File: config.mk
export PLATFORM = sky130hd
export DESIGN_NAME = ckg_bank
export DESIGN_NICKNAME = d
export VERILOG_FILES = /design/src/rtl/ckg_pkg.sv /design/src/rtl/ckg_sync.sv /design/src/rtl/ckg_gate.sv /design/src/rtl/ckg_channel.sv /design/src/rtl/ckg_bank.sv
export SDC_FILE = /design/constraint.sdc
export NUM_CORES = 1
export LEC_CHECK = 0
export ABC_AREA = 1
export CORE_MARGIN = 3
export CORE_UTILIZATION = 25
export DETAILED_ROUTE_END_ITERATION = 8
export PLACE_DENSITY = 0.54
export REMOVE_ABC_BUFFERS = 1
export SYNTH_ARGS = -nofsm -noshare
export SYNTH_HDL_FRONTEND = slang
export SYNTH_SLANG_ARGS = --single-unit
File: constraint.sdc
create_clock -name clk_src -period 0.8 [get_ports clk_src]
set_input_delay 0.08 -clock clk_src [delete_from_list [all_inputs] [get_ports clk_src]]
set_output_delay 0.08 -clock clk_src [all_outputs]
set_load 0.005 [all_outputs]
File: src/rtl/ckg_pkg.sv
package ckg_pkg;
  // Fewest synchroniser stages that still resolve an asynchronous enable.
  localparam int unsigned CKG_MIN_STAGES = 2;

  // Source periods from an enable sampled on a falling edge to the high phase
  // it controls: one per synchroniser stage plus the falling-edge gate flop.
  function automatic int unsigned ckg_restart_lag(input int unsigned stages);
    return stages + 1;
  endfunction
endpackage

File: src/rtl/ckg_sync.sv
module ckg_sync #(
  parameter int unsigned STAGES = 2
) (
  input  logic clk,
  input  logic rst,
  input  logic d,
  output logic q
);
  logic [STAGES-1:0] chain;

  always_ff @(posedge clk) begin
    if (rst) chain <= '0;
    else     chain <= {chain[STAGES-2:0], d};
  end

  assign q = chain[STAGES-1];
endmodule

File: src/rtl/ckg_gate.sv
module ckg_gate (
  input  logic clk,
  input  logic rst,
  input  logic en_sync,
  output logic clk_gated
);
  logic open_q;

  // Updated only on the falling edge, so the gate moves while clk is low.
  always_ff @(negedge clk) begin
    if (rst) open_q <= 1'b0;
    else     open_q <= en_sync;
  end

  assign clk_gated = clk & open_q;
endmodule

File: src/rtl/ckg_channel.sv
module ckg_channel #(
  parameter int unsigned SYNC_STAGES = 2
) (
  input  logic clk_src,
  input  logic rst,
  input  logic hw_en,
  input  logic sw_en,
  output logic clk_out
);
  logic want;
  logic want_s;

  assign want = hw_en & sw_en;

  ckg_sync #(.STAGES(SYNC_STAGES)) u_sync (
    .clk (clk_src),
    .rst (rst),
    .d   (want),
    .q   (want_s)
  );

  ckg_gate u_gate (
    .clk       (clk_src),
    .rst       (rst),
    .en_sync   (want_s),
    .clk_gated (clk_out)
  );
endmodule

File: src/rtl/ckg_bank.sv
module ckg_bank
  import ckg_pkg::*;
#(
  parameter int unsigned N_OUT       = 5,
  parameter int unsigned SYNC_STAGES = 2
) (
  input  logic             clk_src,
  input  logic             rst,
  input  logic [N_OUT-1:0] hw_en,
  input  logic [N_OUT-1:0] sw_en,
  output logic [N_OUT-1:0] clk_out
);
  if (SYNC_STAGES < CKG_MIN_STAGES) begin : g_bad_cfg
    $error("ckg_bank: SYNC_STAGES below minimum");
  end

  for (genvar g = 0; g < N_OUT; g++) begin : g_ch
    ckg_channel #(.SYNC_STAGES(SYNC_STAGES)) u_ch (
      .clk_src (clk_src),
      .rst     (rst),
      .hw_en   (hw_en[g]),
      .sw_en   (sw_en[g]),
      .clk_out (clk_out[g])
    );
  end
endmodule

==> results of run 1 <==
cell usage in the layout (no fill, tap or decap):
cell type / synthesis / layout
nor2_1: 15 / 15
inv_1: 16 / 21
buf_2: 0 / 5
clkdlybuf4s50_1: 0 / 11
nand2_1: 10 / 10
clkbuf_4: 0 / 7
clkinv_1: 0 / 1
buf_4: 5 / 1
dfxtp_1: 15 / 15
tightest hold or removal path, cell delays in order:
cell	delay (ns)
clkdlybuf4s50_1	0.39
nand2_1	0.05
nor2_1	0.03
stage by stage:
step	instance area [um^2]	setup WS (ns)	TNS (ns)
2_1_floorplan	454.2	-0.05712	-0.5170
3_3_place_gp	653.1	-0.5201	-7.381
3_5_place_dp	653.1	-0.5289	-7.363
4_1_cts	703.2	-0.6457	-3.285
5_1_grt	703.2	-0.7018	-3.602
6_report	703.2	-0.6199	-3.130
power by group through the flow:
stage          Sequential, mW  Clock (mW)  Combinational (mW)
3_5_place_dp            0.789      0.0798              0.0855
6_report                0.773       0.861              0.0844
3_3_place_gp            0.789      0.0798              0.0848
4_1_cts                 0.773       0.910              0.0855
2_1_floorplan           0.788      0.0614              0.0181
5_1_grt                 0.775       0.986              0.0935
worst min path at each step:
stage / end / cells after the start / slack (ns) / start
5_1_grt: g_ch[1].u_ch.u_sync.chain[0] / 3 / 0.20 / sw_en[1]
3_3_place_gp: g_ch[0].u_ch.u_sync.chain[1] / 2 / 0.39 / g_ch[0].u_ch.u_sync.chain[0]
3_5_place_dp: g_ch[1].u_ch.u_sync.chain[1] / 2 / 0.39 / g_ch[1].u_ch.u_sync.chain[0]
6_report: g_ch[1].u_ch.u_sync.chain[0] / 3 / 0.20 / sw_en[1]
4_1_cts: g_ch[1].u_ch.u_sync.chain[0] / 3 / 0.19 / sw_en[1]
2_1_floorplan: g_ch[0].u_ch.u_sync.chain[1] / 1 / 0.15 / rst
cell families (layout without fill, tap and decap cells):
group	after synthesis	count (layout)
AND/OR/NAND/NOR	25	25
flip-flops	15	15
buffers and inverters	22	46
registers in the layout (all words and copies together), names as in the netlist:
name,flops
g_ch.u_ch.u_sync.chain,10
g_ch.u_ch.u_gate.open_q,5
metal layers:
| metal | part of all wire [%] | wire [um] | global-route usage (%) |
|---|---|---|---|
| met1 | 36 | 231 | 3.791 |
| met2 | 43 | 278 | 5.870 |
| met3 | 18 | 117 | 7.872 |
| met4 | 2.3 | 15 | 13.45 |
| met5 | 0 | 0 | 0 |
cell type report:
class	instances	area (um^2)	share of cell area, %
inverters	10	37.54	5.338
clock buffers	12	77.57	11.03
repair buffers	12	117.6	16.73
flip-flops and latches	15	300.3	42.70
multi-input cells	25	93.84	13.35
clock inverters	12	45.04	6.406
well taps	25	31.28	4.448
timing repair:
| action | 4_1_cts | 5_1_grt |
|---|---|---|
| pin swaps | 4 | 1 |
| endpoints found under the setup margin | 15 | 15 |
| hold buffers | 0 | 0 |
| resized for setup | 20 | 0 |
==> results_dict.tcl, run 1 <==
set metrics [dict create \
    outcome "finished, violations left" \
    violations "negative setup slack" \
    crit_buf_inv 2 \
    rsz0062_at_grt "yes" \
    drive_gt1_share_pct 15.12 \
    grt_pass1_vias 344 \
    cp.depth 3 \
    fin_cells 111 \
    maxSlewHeadroom_pct 85.74 \
    vias 368 \
    place_congestion 0.6291 \
    cp-endpoint "clk_out[4]" \
    final_util_pct 38.63 \
    grt_max_degree 11 \
    grt_antenna_before_repair 0 \
    track_usage_pct 6.473 \
    grt_pass1_wl_mm 1.000 \
    area_growth_pct 39.80 \
    pin_count 17 \
    drc_errors 0 \
    start_kind "flop" \
    required_ns 0.72 \
    drtIter0Drc 3 \
    ff2ff_path_depth 2 \
    worstSkewPairLatency_ns 0.45 \
    path_clk_slew_ns 0.09 \
    hold_class "in -> reg" \
    die_x_um 50.86 \
    comb_power_share_pct 4.9 \
    async_flop_share_pct 0 \
    post_cts_buffers 0 \
    ant_nets 0 \
    synth_top_family_by_area "buffers and inverters" \
    synth-simple-area-share_pct 18.66 \
    p_leak_nw 0.3714 \
    yosysMostFrequentCell "inv_1" \
    start_util_pct 27.63 \
    synthTopCellsByArea "dfxtp_1, inv_1, nor2_1" \
    wl_per_cell_um 5.793 \
    yosys_register_bits 15 \
    startpoint "g_ch[4].u_ch.u_gate.open_q" \
    worstMarginPinSlew_ns 0.2132 \
    regToRegSetupSlack_ns -0.02 \
    crit_family "flip-flops" \
    via_per_inst 3.315 \
    powerDensity_nw_per_um2 2445 \
    synthAdderAreaFrac_pct 0 \
    port_buffers 16 \
    slowest_stage "dfxtp_1" \
    grt_remaining_overflow 0 \
    muxShareOfSynthArea_pct 0 \
    synth-compound-area-share_pct 0 \
    hold_slack_ns 0.2038 \
    yosysWarnings 0 \
    end_kind "primary output" \
    slew_violations 0 \
    dp_cells 98 \
    worst-path-max-fanout 1 \
    yosysUniqueCellTypes 6 \
    cp_cell_sequence "nand2_1 -> inv_1 -> buf_2" \
    critPathArrivalTime_ns 1.34 \
    wirelength_um 643 \
    synth-edff-count 0 \
    synth-main-ff-cell "dfxtp_1" \
    drtPass1Iterations 2 \
    p_total_mw 1.719 \
    syn_area_per_cell_um2 8.113 \
    setup_viol 15 \
    syn_inst 62 \
    max_cap_violations 0 \
    yosysSeqAreaShare_pct 59.70 \
    timing.final.ws_setup_ns -0.6199 \
    fp-row-count 15 \
    diodes 0 \
    p_seq_share_pct 45.0 \
    dieHeight_um 50.86 \
    crit_type "reg -> out" \
    syn-cell-area_um2 503.0 \
    switching_share_pct 25.49 \
    r2r-end "g_ch[2].u_ch.u_gate.open_q" \
    power_frac_clock_pct 50.1 \
    synthXorXnorAreaFrac_pct 0 \
    synth_top_area_share_pct 59.70 \
    finalHoldViolCount 0 \
    fillers 191 \
    core-area_um2 1821 \
    p_sw_mw 0.4382 \
    r2r-start "g_ch[2].u_ch.u_sync.chain[1]" \
    synth_common_cells "inv_1, dfxtp_1, nor2_1" \
    cp_slowest_stage_delay_ns 0.29 \
    dieArea_um2 2586 \
    intPower_mw 1.281 \
    ir_drop_mv 0.8573 \
    nets 98 \
    skew_ns 0.07500 \
    tritoncts "done" \
    yosys.area.top_type "dfxtp_1" \
]
Note: power is estimated with default switching activity, not from simulation.
==> inputs of run 2 (changes only) <==
--- a/config.mk
+++ b/config.mk
@@ -6,10 +6,10 @@
 export NUM_CORES = 1
 export LEC_CHECK = 0
 export ABC_AREA = 1
-export CORE_MARGIN = 3
-export CORE_UTILIZATION = 25
+export CORE_AREA = 3 3 64 66
 export DETAILED_ROUTE_END_ITERATION = 8
-export PLACE_DENSITY = 0.54
+export DIE_AREA = 0 0 67 69
+export PLACE_DENSITY_LB_ADDON = 0.15
 export REMOVE_ABC_BUFFERS = 1
 export SYNTH_ARGS = -nofsm -noshare
 export SYNTH_HDL_FRONTEND = slang
==> run 2 against run 1 <==
Effect of this change: the run still ends with negative setup slack left; wire length increased by 30%; critical path depth unchanged; via count increased by 11%; global-route usage decreased by 1.6 points; clock-buffer cell count unchanged; worst setup slack improved by 0.027 ns; critical path type unchanged; sequential power about the same; sequential share of layout area decreased by 6.0 points; die area increased by 79%.
==> results_dict.tcl, run 2 (synthesized netlist as in run 1, its figures left out) <==
set metrics [dict create \
    end_kind "primary output" \
    vias 407 \
    drtPass1Iterations 3 \
    hold_slack_ns 0.2571 \
    dieArea_um2 4623 \
    core-area_um2 3633 \
    p_leak_nw 0.4207 \
    grt_remaining_overflow 0 \
    timing.final.ws_setup_ns -0.5931 \
    worstSkewPairLatency_ns 0.42 \
    critPathArrivalTime_ns 1.31 \
    p_seq_share_pct 35.5 \
    start_kind "flop" \
    dp_cells 124 \
    drc_errors 0 \
    intPower_mw 1.672 \
    grt_antenna_before_repair 0 \
    path_clk_slew_ns 0.06 \
    track_usage_pct 4.840 \
    dp_hpwl_um 516.9 \
    cp_slowest_stage_delay_ns 0.30 \
    via_per_inst 2.928 \
    maxSlewHeadroom_pct 94.62 \
    reg.largest.list "g_ch.u_ch.u_sync.chain x10, g_ch.u_ch.u_gate.open_q x5" \
    setup_viol 13 \
    slowest_stage "dfxtp_2" \
    place_congestion 0.6154 \
    rsz0062_at_grt "yes" \
    ant_nets 0 \
    drive_gt1_share_pct 29.67 \
    grt_pass1_vias 458 \
    fillers 441 \
    powerDensity_nw_per_um2 2620 \
    hold_class "in -> reg" \
    worst-path-max-fanout 1 \
    area_growth_pct 65.92 \
    layout_commonest_cell "inv_1" \
    nets 103 \
    tritoncts "done" \
    ir_drop_mv 0.4835 \
    switching_share_pct 23.54 \
    largest_reg_flops 10 \
    worstMarginPinSlew_ns 0.08038 \
    dieHeight_um 69 \
    pin_count 17 \
    required_ns 0.72 \
    fp-row-count 22 \
    grt_pass1_wl_mm 1.449 \
    drtIter0Drc 5 \
    grt_max_degree 9 \
    die_x_um 67 \
    outcome "finished, violations left" \
    regMostFlops "g_ch.u_ch.u_sync.chain" \
    comb_power_share_pct 4.9 \
    cp_cell_sequence "nand2_2 -> inv_1 -> buf_2" \
    violations "negative setup slack" \
    finalHoldViolCount 0 \
    start_util_pct 13.84 \
    crit_type "reg -> out" \
    final_cell_mix "inv_1, nor2_1, clkdlybuf4s50_1" \
    fin_cells 139 \
    port_buffers 16 \
    wirelength_um 837 \
    skew_ns 0.08027 \
    wl_per_cell_um 6.022 \
    power_frac_clock_pct 59.6 \
    slew_violations 0 \
    p_sw_mw 0.5147 \
    diodes 0 \
    max_cap_violations 0 \
]
[run 2: changes by cell type in the layout (fill, tap and decap cells not counted), moves of 2 or more]
cell,change
clkbuf_4,-7
buf_6,+2
inv_2,+2
dfxtp_1,-5
dfxtp_2,+5
nand2_1,-2
clkbuf_8,+7
buf_4,+4
nand2_2,+2
[run 2: path summary, 6_finish.rpt]
check / startpoint / to / cells after the start / slack (ns)
hold reg to reg: g_ch[0].u_ch.u_sync.chain[0] / g_ch[0].u_ch.u_sync.chain[1] / 2 / 0.40
hold / removal: sw_en[3] / g_ch[3].u_ch.u_sync.chain[0] / 3 / 0.26
setup reg to reg: g_ch[2].u_ch.u_sync.chain[1] / g_ch[2].u_ch.u_gate.open_q / 2 / 0
setup / recovery: g_ch[2].u_ch.u_gate.open_q / clk_out[2] / 3 / -0.59
[run 2: timing repair]
item / CTS / global route
setup buffers: 2 / 0
endpoints found under the setup margin: 15 / 15
gates resized for setup: 21 / 10
pin swaps: 3 / 3
hold buffers: 0 / 0
[run 2: per-stage QoR]
step / TNS (ns) / utilization, % / worst slack, ns / power, mW / cell area [um^2]
CTS: -3.027 / 22.49 / -0.6118 / 2.228 / 817.0
finish: -2.957 / 22.97 / -0.5931 / 2.187 / 834.6
global route: -3.374 / 22.97 / -0.6579 / 2.339 / 834.6
detailed placement: -6.564 / 19.39 / -0.5253 / 0.9676 / 704.4
floorplan: -0.5170 / - / -0.05712 / 0.8677 / 454.2
global placement: -6.659 / 19.39 / -0.5198 / 0.9667 / 704.4
[run 2: final cells by class]
cell class | count | area, um^2 | share of cell area, %
sequential | 15 | 306.5 | 36.73
tap | 48 | 60.06 | 7.196
multi-input combinational | 25 | 98.84 | 11.84
clock buffer | 12 | 127.6 | 15.29
inverter | 10 | 37.54 | 4.498
timing repair buffer | 17 | 158.9 | 19.04
clock inverter | 12 | 45.04 | 5.397
[run 2: per-layer routing]
metal / share of wire [%] / global-route usage [%] / vias to the layer above
met1: 41 / 3.088 / 163
met5: 0 / 0 / -
met3: 14 / 4.397 / 6
met4: 5.6 / 10.59 / 0
li1: - / - / 220
met2: 39 / 4.694 / 18
[run 2: critical path, delay by kind of cell, from the launching register on]
family | cells | cell delay (ns)
buffers and inverters | 2 | 0.14
DFF | 1 | 0.30
and+or+nand+nor | 1 | 0.05
[run 2: power by group through the flow]
stage	clock [mW]	sequential, mW	combinational [mW]
CTS	1.34	0.775	0.109
floorplan	0.0614	0.788	0.0181
detailed placement	0.0798	0.789	0.0987
global placement	0.0798	0.789	0.0981
global route	1.44	0.777	0.119
finish	1.30	0.776	0.107
